[src/rtl/gpio_pol_pkg.sv]
`timescale 1ns/1ps
package gpio_pol_pkg;
    localparam int unsigned OFS_OUT   = 32'h00;
    localparam int unsigned OFS_DIR   = 32'h04;
    localparam int unsigned OFS_BLINK = 32'h08;
    localparam int unsigned OFS_POL   = 32'h0C;
    localparam int unsigned OFS_DIN   = 32'h10;

    typedef enum logic {
        BLK_HOLD   = 1'b0,
        BLK_INVERT = 1'b1
    } blink_state_e;
endpackage

[src/rtl/gpio_pol_sync.sv]
`timescale 1ns/1ps
module gpio_pol_sync #(
    parameter int unsigned W = 32
) (
    input  logic         clk,
    input  logic         rst_n,
    input  logic [W-1:0] d_async,
    output logic [W-1:0] d_sync
);
    logic [W-1:0] stage1_q;
    logic [W-1:0] stage2_q;

    always_ff @(posedge clk or negedge rst_n) begin
        if (!rst_n) begin
            stage1_q <= '0;
            stage2_q <= '0;
        end else begin
            stage1_q <= d_async;
            stage2_q <= stage1_q;
        end
    end

    assign d_sync = stage2_q;
endmodule

[src/rtl/gpio_pol_blink.sv]
`timescale 1ns/1ps
module gpio_pol_blink
    import gpio_pol_pkg::*;
#(
    parameter int unsigned HALF = 50000
) (
    input  logic clk,
    input  logic rst_n,
    output logic hold_phase
);
    localparam int unsigned CNT_W = (HALF > 1) ? $clog2(HALF) : 1;
    localparam logic [CNT_W-1:0] CNT_LAST = CNT_W'(HALF - 1);

    blink_state_e     state_q, state_d;
    logic [CNT_W-1:0] cnt_q, cnt_d;
    logic             wrap;

    assign wrap = (cnt_q == CNT_LAST);

    always_comb begin
        state_d = state_q;
        cnt_d   = wrap ? '0 : cnt_q + 1'b1;
        unique case (state_q)
            BLK_HOLD:   if (wrap) state_d = BLK_INVERT;
            BLK_INVERT: if (wrap) state_d = BLK_HOLD;
            default:    state_d = BLK_HOLD;
        endcase
    end

    always_ff @(posedge clk or negedge rst_n) begin
        if (!rst_n) begin
            state_q <= BLK_HOLD;
            cnt_q   <= '0;
        end else begin
            state_q <= state_d;
            cnt_q   <= cnt_d;
        end
    end

    always_comb begin
        unique case (state_q)
            BLK_HOLD:   hold_phase = 1'b1;
            BLK_INVERT: hold_phase = 1'b0;
            default:    hold_phase = 1'b1;
        endcase
    end
endmodule

[src/rtl/gpio_pol_regs.sv]
`timescale 1ns/1ps
module gpio_pol_regs
    import gpio_pol_pkg::*;
#(
    parameter int unsigned NLINES = 32,
    parameter int unsigned ADDR_W = 8
) (
    input  logic              clk,
    input  logic              rst_n,
    input  logic [ADDR_W-1:0] bus_addr,
    input  logic              bus_we,
    input  logic [31:0]       bus_wdata,
    output logic [31:0]       bus_rdata,
    input  logic [NLINES-1:0] din_vec,
    output logic [NLINES-1:0] out_q,
    output logic [NLINES-1:0] dir_q,
    output logic [NLINES-1:0] blink_q,
    output logic [NLINES-1:0] pol_q
);
    localparam logic [ADDR_W-1:0] A_OUT   = ADDR_W'(OFS_OUT);
    localparam logic [ADDR_W-1:0] A_DIR   = ADDR_W'(OFS_DIR);
    localparam logic [ADDR_W-1:0] A_BLINK = ADDR_W'(OFS_BLINK);
    localparam logic [ADDR_W-1:0] A_POL   = ADDR_W'(OFS_POL);
    localparam logic [ADDR_W-1:0] A_DIN   = ADDR_W'(OFS_DIN);

    logic [NLINES-1:0] wval;
    assign wval = bus_wdata[NLINES-1:0];

    always_ff @(posedge clk or negedge rst_n) begin
        if (!rst_n) begin
            out_q   <= '0;
            dir_q   <= '1;
            blink_q <= '0;
            pol_q   <= '0;
        end else if (bus_we) begin
            if (bus_addr == A_OUT)   out_q   <= wval;
            if (bus_addr == A_DIR)   dir_q   <= wval;
            if (bus_addr == A_BLINK) blink_q <= wval;
            if (bus_addr == A_POL)   pol_q   <= wval;
        end
    end

    always_comb begin
        case (bus_addr)
            A_OUT:   bus_rdata = 32'(out_q);
            A_DIR:   bus_rdata = 32'(dir_q);
            A_BLINK: bus_rdata = 32'(blink_q);
            A_POL:   bus_rdata = 32'(pol_q);
            A_DIN:   bus_rdata = 32'(din_vec);
            default: bus_rdata = 32'd0;
        endcase
    end
endmodule

[src/rtl/gpio_pol_port.sv]
`timescale 1ns/1ps
module gpio_pol_port #(
    parameter int unsigned NLINES     = 32,
    parameter int unsigned ADDR_W     = 8,
    parameter int unsigned BLINK_HALF = 50000
) (
    input  logic              clk,
    input  logic              rst_n,
    input  logic [ADDR_W-1:0] bus_addr,
    input  logic              bus_we,
    input  logic [31:0]       bus_wdata,
    output logic [31:0]       bus_rdata,
    input  logic [NLINES-1:0] pad_in,
    output logic [NLINES-1:0] pad_oe,
    output logic [NLINES-1:0] pad_out,
    output logic [NLINES-1:0] irq_level
);
    logic [NLINES-1:0] pad_sync;
    logic [NLINES-1:0] din_vec;
    logic [NLINES-1:0] out_q, dir_q, blink_q, pol_q;
    logic              blink_hold;

    gpio_pol_sync #(.W(NLINES)) u_sync (
        .clk     (clk),
        .rst_n   (rst_n),
        .d_async (pad_in),
        .d_sync  (pad_sync)
    );

    gpio_pol_blink #(.HALF(BLINK_HALF)) u_blink (
        .clk        (clk),
        .rst_n      (rst_n),
        .hold_phase (blink_hold)
    );

    gpio_pol_regs #(.NLINES(NLINES), .ADDR_W(ADDR_W)) u_regs (
        .clk       (clk),
        .rst_n     (rst_n),
        .bus_addr  (bus_addr),
        .bus_we    (bus_we),
        .bus_wdata (bus_wdata),
        .bus_rdata (bus_rdata),
        .din_vec   (din_vec),
        .out_q     (out_q),
        .dir_q     (dir_q),
        .blink_q   (blink_q),
        .pol_q     (pol_q)
    );

    assign din_vec   = pad_sync ^ pol_q;
    assign irq_level = din_vec;
    assign pad_oe    = ~dir_q;
    assign pad_out   = out_q ^ (blink_q & ~dir_q & {NLINES{~blink_hold}});
endmodule

[config.mk]
export PLATFORM = sky130hd
export DESIGN_NAME = gpio_pol_port
export DESIGN_NICKNAME = d
export VERILOG_FILES = /design/src/rtl/gpio_pol_pkg.sv /design/src/rtl/gpio_pol_sync.sv /design/src/rtl/gpio_pol_blink.sv /design/src/rtl/gpio_pol_regs.sv /design/src/rtl/gpio_pol_port.sv
export SDC_FILE = /design/constraint.sdc
export NUM_CORES = 1
export LEC_CHECK = 0
export BUFFER_PORTS_ARGS = -buffer_cell sky130_fd_sc_hd__buf_2
export CAP_MARGIN = 10
export CORE_MARGIN = 2
export CORE_UTILIZATION = 35
export CTS_BUF_LIST = sky130_fd_sc_hd__clkbuf_16
export DETAILED_ROUTE_END_ITERATION = 12
export SKIP_CTS_REPAIR_TIMING = 1
export SLEW_MARGIN = 10
export SYNTH_ARGS = -nofsm -noshare
export SYNTH_HDL_FRONTEND = slang
export SYNTH_HIERARCHICAL = 1
export SYNTH_SLANG_ARGS = --single-unit
[constraint.sdc]
create_clock -name clk -period 3.9 [get_ports clk]
set_clock_uncertainty 0.05 [all_clocks]
set_input_delay 0.195 -clock clk [delete_from_list [all_inputs] [get_ports clk]]
set_output_delay 0.195 -clock clk [all_outputs]
set_load 0.02 [all_outputs]
==> summary.txt <==
Clock tree
  – CTS Buf Count: 25
  – CTS Sinks: 209
  – Clock Path Buffers: 3
  – Htree depth: 1
  – Clock root buffer: clkbuf_16
  – CTS tree: built
  – Reg clk slew, reported paths: 0.06 ns
  – Clock Latency Late Sink: 0.51 ns

Timing
  – Fin crit share: 0.681
  – Final WS setup: 1.24 ns
  – Setup tns final: 0 ns
  – # setup viols final: 0
  – Max-slew violations: 0
  – Final hold vios: 0
  – RSZ-0062 raised after global routing: false
  – Least-Margin Pin Slew: 1.13 ns
  – Slew headroom: 0.244
  – Fmax: 0.376 GHz
  – Hold_ws: 0.267 ns
  – Final worst path period need: 2.66 ns

Global routing
  – Met3 Track Usage GR: 0.0298
  – Grt total ovfl: 0
  – M1 GR Usage: 0.254
  – Met2 usage: 0.301
  – Antenna violations before repair: 0
  – All-Layer GR Usage: 0.182
  – Busiest grt layer: met2
  – Largest net degree at the start of global routing: 97
  – First-pass GRT wire length: 40,600 um
  – Vias in the first global route: 6,800

Synthesis
  – Register area share after synthesis: 0.541
  – Synthesis warning total: 6
  – Synth top area share: 0.455
  – Cell Area, Synth: 0.00973 mm^2
  – Seq cells post-synth: 209
  – Mapped Cells: 700
  – Synthesized area per cell: 13.9 um^2
  – Synth top area cells: dfrtp_1 (46%), dfstp_2 (8.6%), mux2_2 (7.5%)
  – Yosys cell types: 44
  – Post-synth net total: 776
  – Largest area contributor in the netlist: dfrtp_1

Pwr
  – Worst vdd ir: 0.234 mV
  – Pwr Density: 414 mW/mm^2
  – Leakage: 6.24 nW

Placement
  – Area after DPL: 0.0111 mm^2
  – Routability cong.: 0.764
  – Pre-CTS setup slack: 1.23 ns
  – Placed cells: 1,255
  – Hpwl dp: 17,700 um
  – I/O Buffers: 202

Setup path
  – Critical path class: in2out
  – Crit path DAT: 2.41 ns
  – Worst endpoint required time: 3.65 ns
  – CP Launch Type: input pin
  – Endpoint type of the worst setup path: output pin
  – Critical path peak fanout: 32

Detailed routing
  – Via count: 6,801
  – Initial DRC Count: 354
  – DRC Markers: 0
  – Wirelength per Cell: 19.9 um
  – Post-route ant nets: 0
  – Drt via density: 4.98
  – Routed WL: 27,200 um
  – Initial DRT Pass Iterations: 4

Flow run
  – Max-cap viol count: 0

Floorplan
  – I/O pins: 203
  – Chip width: 171 um
  – Site Rows: 61
  – Core area: 0.0276 mm^2
  – Initial Util: 0.353
  – Die Y: 171 um
  – Die area: 0.0292 mm^2

Final layout
  – Diode count: 0
  – Share of layout cells above drive strength 1: 0.431
  – Commonest non-fill, non-tap cell in the layout: buf_2
  – Area growth syn-to-layout: 29.6%
  – Final nets: 1,045
  – Finished Cell Area: 0.0126 mm^2
  – Fin cells: 1,365
  – Most frequent cells in the layout: buf_2 (201), dfrtp_1 (177), xor2_1 (71), dlygate4sd3_1 (65), mux2_2 (65)

Outcome
  – Status: finished, final reports clean

Min path
  – HP Class: in2async
==> metal layers <==
layer | routed length (um) | vias to the layer above
li1 | - | 3056
met1 | 12400 | 3492
met2 | 12900 | 219
met3 | 1470 | 34
met4 | 397 | 0
met5 | 0 | -
==> through the flow <==
stage	power, mW	utilization
2_1_floorplan	2.64	-
3_3_place_gp	2.87	0.405
3_5_place_dp	2.87	0.405
4_1_cts	5.24	0.434
5_1_grt	5.42	0.458
6_report	5.22	0.458
==> final timing paths <==
check	end	from	slack, ns	cells past startpoint
worst max-delay path	bus_rdata[6]	bus_addr[1]	1.24	6
worst min-delay path	u_regs/out_q[27]	rst_n	0.27	2
worst max register to register	u_blink/cnt_q[9]	u_blink/cnt_q[0]	2.14	5
worst min register to register	u_sync/d_sync[12]	u_sync/stage1_q[12]	0.30	0
max in group asynchronous	u_regs/dir_q[10]	rst_n	2.53	3
min in group clk	u_sync/stage1_q[5]	pad_in[5]	0.27	2
==> final cells by class <==
type,count,area [um^2]
Fill cell,2527,14900
Clock inverter,20,193
Timing Repair Buffer,283,1800
Sequential cell,209,5270
Clock buffer,25,626
Inverter,34,128
Multi-Input combinational cell,416,4120
Tap cell,378,473
==> power breakdown <==
part	internal, mW	switching, mW
Sequential	2.28	0.0756
Clock	1.42	0.913
Combinational	0.227	0.297
Total	3.93	1.29
==> synth_stat cells (all sizes together) <==
cell	n
nand2	7
nor4bb	1
xnor2	5
dfstp	32
nor2	7
a22oi	13
mux2i	52
and2	3
nor4b	2
a31o	1
nand2b	1
inv	34
mux2	128
dfrtp	177
buf	27
nor4	1
and4bb	1
and4	6
and3	2
clkbuf	14
nor2b	3
nand4b	1
a21oi	1
nand4	36
nand3	4
nor3b	33
xor2	72
o221ai	32
nor3	3
ha	1
==> flip-flops by register name, summed over array words and instances, names as in the netlist <==
signal           count
u_sync/d_sync       32
u_regs/dir_q        32
u_blink/state_q      1
u_sync/stage1_q     32
u_regs/out_q        32
u_regs/blink_q      32
u_regs/pol_q        32
u_blink/cnt_q       16
==> cells by family after synthesis <==
group                    count (synthesis)  share of synthesized area
AO/OA/AOI/OAI                           47                     0.0402
XOR/XNOR                                77                     0.0701
flip-flops                             209                      0.541
buffers and inverters                   75                     0.0378
AND/OR/NAND/NOR                        111                     0.0972
adder cells (fa/ha/maj)                  1                    0.00129
multiplexers                           180                      0.212
==> critical path, cell delays in order <==
cell,delay [ns]
buf_2,0.14
nor4_2,0.31
buf_4,0.32
nand2_2,0.64
o221ai_1,0.55
buf_2,0.25
Power figures use the tool's default switching activity.
